<file path="src/rtl/combo_lock.sv">
module combo_lock #(
  parameter int WIDTH   = 4,
  parameter bit ONE_HOT = 1'b0
) (
  input  logic             clk,
  input  logic             rst,
  input  logic             entry_valid,
  input  logic [WIDTH-1:0] entry_value,
  input  logic [WIDTH-1:0] code_a,
  input  logic [WIDTH-1:0] code_b,
  input  logic [WIDTH-1:0] code_c,
  output logic             is_open,
  output logic [1:0]       code_sel,
  output logic             err
);
  logic [WIDTH-1:0] picked;
  logic             match;

  assign picked = (code_sel == 2'b10) ? code_b :
                  (code_sel == 2'b11) ? code_c : code_a;
  assign match  = (entry_value == picked);

  generate
    if (ONE_HOT) begin : g_shift
      logic [3:0] sr;
      logic       armed, ld;
      assign armed = entry_valid & ~sr[0];
      assign ld    = rst | (armed & ~match);
      always_ff @(posedge clk) begin
        if (ld)         sr <= rst ? 4'b1000 : 4'b0000;
        else if (armed) sr <= {1'b0, sr[3:1]};
      end
      assign is_open  = sr[0];
      assign err      = ~|sr;
      assign code_sel = {sr[2] | sr[1] | sr[0], sr[3] | sr[1] | sr[0]};
    end else begin : g_bin
      localparam logic [2:0] B_S1 = 3'b001, B_S2 = 3'b010, B_S3 = 3'b011,
                             B_OPEN = 3'b111, B_ERR = 3'b000;
      logic [2:0] st, nxt;
      always_comb begin
        case (st)
          B_S1:    nxt = B_S2;
          B_S2:    nxt = B_S3;
          default: nxt = B_OPEN;
        endcase
      end
      always_ff @(posedge clk) begin
        if (rst) st <= B_S1;
        else if (st != B_ERR && st != B_OPEN && entry_valid)
          st <= match ? nxt : B_ERR;
      end
      assign is_open  = st[2];
      assign err      = (st == B_ERR);
      assign code_sel = st[1:0];
    end
  endgenerate
endmodule

</file>
<file path="config.mk">
export PLATFORM = sky130hd
export DESIGN_NAME = combo_lock
export DESIGN_NICKNAME = d
export VERILOG_FILES = /design/src/rtl/combo_lock.sv
export SDC_FILE = /design/constraint.sdc
export NUM_CORES = 1
export LEC_CHECK = 0
export ABC_AREA = 1
export BUFFER_PORTS_ARGS = -buffer_cell sky130_fd_sc_hd__buf_4
export CAP_MARGIN = 10
export CELL_PAD_IN_SITES_DETAIL_PLACEMENT = 0
export CELL_PAD_IN_SITES_GLOBAL_PLACEMENT = 1
export CORE_UTILIZATION = 24
export DETAILED_ROUTE_END_ITERATION = 6
export PLACE_DENSITY_LB_ADDON = 0.1
export SKIP_LAST_GASP = 1
export SLEW_MARGIN = 40
export SYNTH_ARGS = -nofsm -noshare
export SYNTH_HDL_FRONTEND = slang
export SYNTH_SLANG_ARGS = --single-unit
export TNS_END_PERCENT = 30
</file>
<file path="constraint.sdc">
create_clock -name clk -period 1.5 [get_ports clk]
set_input_delay 0.15 -clock clk [delete_from_list [all_inputs] [get_ports clk]]
set_output_delay 0.15 -clock clk [all_outputs]
set_load 0.02 [all_outputs]
</file>
== Word level (Yosys, flattened, before mapping) ==
Cells that the tools add are included.

* Equality and inequality tests: 6
* Muxes and demuxes: 4
* Reduce and logical (&&, ||, !) cells: 4

{| class="wikitable"
|+ Operators with widths
! operator !! number
|-
| 2-to-1 mux 4 bit || 2
|-
| one-hot mux 3 bit (2 select lines) || 1
|-
| equality test 2 bit (second input constant) || 2
|-
| equality test 4 bit || 1
|-
| equality test 3 x 1 -> 1 bit (second input constant) || 1
|-
| equality test 3 x 2 -> 1 bit (second input constant) || 1
|-
| zero test 3 bit || 1
|-
| 2-to-1 mux 3 bit || 1
|-
| inequality test 3 bit (second input constant) || 1
|-
| nonzero test 3 bit || 1
|-
| logical AND 1 bit || 2
|}

* Register bits after elaboration: 3

== Longest topological paths before layout ==
* Depth in word-level cells: 5
* Depth in mapped cells: 9
* Depth with buffers taken out: 9

== Worst setup path after synthesis ==
Ideal clock, no wire load.

* Kind: reg2reg
* Start point: reg g_bin.st[1]
* End point: reg g_bin.st[2]
* Arrival time: 1,420 ps
* Data required time: 1,386 ps
* Path slack: -34 ps
* Cell stages (with the launch flop): 8
* Clock period less this slack: 1,534 ps
* Cell sequence: dfxtp_1 buf_6 nor3_1 nor2_1 nand2_1 nor2_2 nand3_2 a21oi_2

* Cells in the longest elaborated chain, start to end: 5
* Elaborated cells on any way between the ends: 13
* Classes of those cells: eq/ne: 6; mux: 4; reduce/logical: 3

{| class="wikitable"
|+ RTL lines
! item !! RTL line !! source
|-
| start: declaration || 39 || <nowiki>logic [2:0] st, nxt;</nowiki>
|-
| start signal: assignment || 50 || <nowiki>st <= match ? nxt : B_ERR;</nowiki>
|-
| equality test 2 bit || 20 || <nowiki>(code_sel == 2'b11) ? code_c : code_a;</nowiki>
|-
| 2-to-1 mux 4 bit || 20 ||
|-
| 2-to-1 mux 4 bit || 19 || <nowiki>assign picked = (code_sel == 2'b10) ? code_b :</nowiki>
|-
| equality test 4 bit || 21 || <nowiki>assign match = (entry_value == picked);</nowiki>
|-
| 2-to-1 mux 3 bit || 50 ||
|}

Parallel ways exist; a longest one is shown, timed or not.
A chain may end at the register's enable or synchronous reset.

== Worst setup path after layout ==
Same ends and word-level chain as after synthesis.

==> metrics.md <==
| Metric | Value |
|---|---|
| Top-count cell post-synth | `nand2_1` |
| Drt drc | `0` |
| Synth Register Bits | `3` |
| Detailed Route WL | `about 900 um` |
| Req. time, crit path | `1.67 ns` |
| Hold Crit Class | `input pin to flop` |
| Hold buffer count at CTS | `0` |
| Status | `finished clean` |
| Clock Latency Late Sink | `between 0.2 and 0.25 ns` |
| Vias in the first global route | `approximately 380` |
| Share of cells above drive strength 1 | `46.3%` |
| Cell area after synthesis | `between 300 and 400 um^2` |
| DRT Pass-1 Iters | `2` |
| Die Span Y | `between 40 and 50 um` |
| Part of the cycle the worst path needs | `between 80% and 90%` |
| LEAKAGE | `roughly 0.28 nW` |
| Clock skew | `~0.0019 ns` |
| Num CTS Buffers | `3` |
| CTS Buffer Depth | `2` |
| Top-area cell type share of the netlist area | `between 10% and 20%` |
| # setup viols final | `0` |
| Synth top cells by count | `16 x nand2_1, 11 x nand3_1, 6 x inv_1` |
| Synthesized area per cell | `6.21 um^2` |
| CTS HTree Levels | `1` |
| Slew Viols, Final | `0` |
| Total power | `0.334 mW` |
| Diode count | `0` |
| Final hold vios | `0` |
| Ports | `23` |
| Async S/R FF share, synth | `0%` |
| Synth Instances | `57` |
| Dpl hpwl | `around 760 um` |
| Initial drt markers | `2` |
| Die Wd | `just over 40 um` |
| Hold Crit Start | `rst` |
| Antenna-violating nets left | `0` |
| Synthesis Warnings | `0` |
| Port Buffers | `22` |
| Worst Setup End Kind | `flop` |
| Worst r2r src | `g_bin.st[1]` |
| Post-synth EDFFs | `0` |
| Syn Nets | `76` |
| Num rows | `13` |
| CP Launch Type | `flop` |
| Clock-pin slew on the worst setup and hold paths | `0.03 ns` |
| Fmax | `just under 800 MHz` |
| Predominant post-synthesis flop cell | `dfxtp_1` |
| Nets | `between 100 and 150` |
| Global route overflow | `0` |
| CP Class | `flop to flop` |
| Register area share after synthesis | `about 17%` |
| Synth area leader | `dfxtp_1` |
| Max reg flops | `3` |
| Max FO, Critical Path | `10` |
| Gr usage total | `about an eighth` |
| Post-synthesis cell type count | `16` |
| Initial antenna violation count | `0` |
| Starting Density | `a little over a quarter` |
| Final TNS setup | `0 ns` |
| Total die area | `about 1600 um^2` |
| Max-Cap Viols | `0` |
| Average wire per standard cell | `9.30 um` |
| Core area | `roughly 1300 um^2` |
| Worst vdd ir | `297 uV` |
| Largest register by flop count | `g_bin.st` |
| Fin crit period | `around 1.3 ns` |
| Unrepaired setup endpoints after global routing | `no` |
| Detailed-route via count | `438` |
| P per Cell Area | `about 600 nW/um^2` |
| Non-Filler Instances | `97` |
| Inst Count DP | `93` |
| Largest registers | `g_bin.st x3` |
| Ranking of synthesized cells by area | `dfxtp_1 17%, nand2_1 17%, nand3_1 16%` |
| CTS tree | `yes` |
| Root buffer cell | `clkbuf_4` |
| Setup crit start | `g_bin.st[1]` |
| Slew HR | `83.8%` |
| Routability cong. | `roughly 0.69` |
| Worst slew pin tran | `0.243 ns` |
| Area Overhead vs Synth | `56.9%` |
| Clock Sinks | `3` |
| Vias per cell | `between 4 and 5` |
| Cells on worst reg2reg path | `7` |
| Hold path cells | `2` |
| Largest net degree at the start of global routing | `12` |
| Crit path DAT | `between 1 and 1.5 ns` |
| Final core occ | `between 40% and 50%` |
| First-pass GRT wire length | `about 1400 um` |
final timing paths:
| kind | endpoint | slack [ns] |
|---|---|---|
| max | g_bin.st[2] | 0.23 |
| min | g_bin.st[1] | 0.1 |
| max reg2reg | g_bin.st[2] | 0.23 |
| min reg2reg | g_bin.st[2] | 0.56 |
worst max-delay path, stage by stage (launching register included):
cell and delay (ns):
dfxtp_1 0.34, buf_4 0.19, nand3_1 0.11, nand4_1 0.11, nand3_1 0.14, nor2_4 0.12
nand3_2 0.09, a21oi_2 0.11
cells in the final DEF, fill, tap and decap left out:
master,netlist,routed
buf_4,0,23
nand2_1,16,16
nand3_1,11,11
inv_1,6,6
nand4_1,4,4
nand3_2,4,4
clkbuf_4,0,3
nor2_2,2,2
a21oi_1,2,2
dfxtp_1,3,2
nor3_2,0,1
inv_2,1,1
nor2_4,1,1
nand2_2,1,1
nor2_1,1,1
a21o_1,1,1
a21oi_2,1,1
clkbuf_1,0,1
dfxtp_2,0,1
what timing repair did:
item	in CTS	in global routing
endpoints found under the setup margin	0	2
buffers inserted	0	0
hold endpoints to repair	0	0
gates resized for setup	0	1
layer usage:
layer	global-route usage (%)	up-vias	part of all wire, %
met5	0	-	0
met4	2.50	0	0
li1	-	243	-
met2	21.8	13	48
met3	6.67	0	5.3
met1	15.6	182	47
stage by stage:
step | worst slack (ns) | hold slack [ns] | cell area [um^2]
finish | 0.228 | 0.0958 | 556
global route | 0.109 | 0.0944 | 556
CTS | 0.0804 | 0.0874 | 554
detailed placement | 0.0917 | 0.336 | 528
global placement | 0.106 | 0.333 | 528
floorplan | 0.179 | 0.219 | 359
power breakdown:
group          switching [mW]  internal (mW)
Combinational          0.0479         0.0563
Clock                  0.0385         0.0994
Sequential            0.00821         0.0838
final cells by class:
type / count / area, um^2
Multi-Input combinational cell: 45 / 250
Sequential cell: 3 / 61.3
Clock buffer: 4 / 26.3
Fill cell: 158 / 778
Timing Repair Buffer: 23 / 173
Inverter: 7 / 26.3
Tap cell: 15 / 18.8
logic make-up after synthesis:
kind of cell           after synthesis  synth area share (%)
DFF                                  3                  17.0
buffers and inverters                9                  13.8
AOI/OAI and AO/OA                    4                  7.42
and+or+nand+nor                     41                  61.8
No activity file was read; power rests on OpenSTA's default activity.
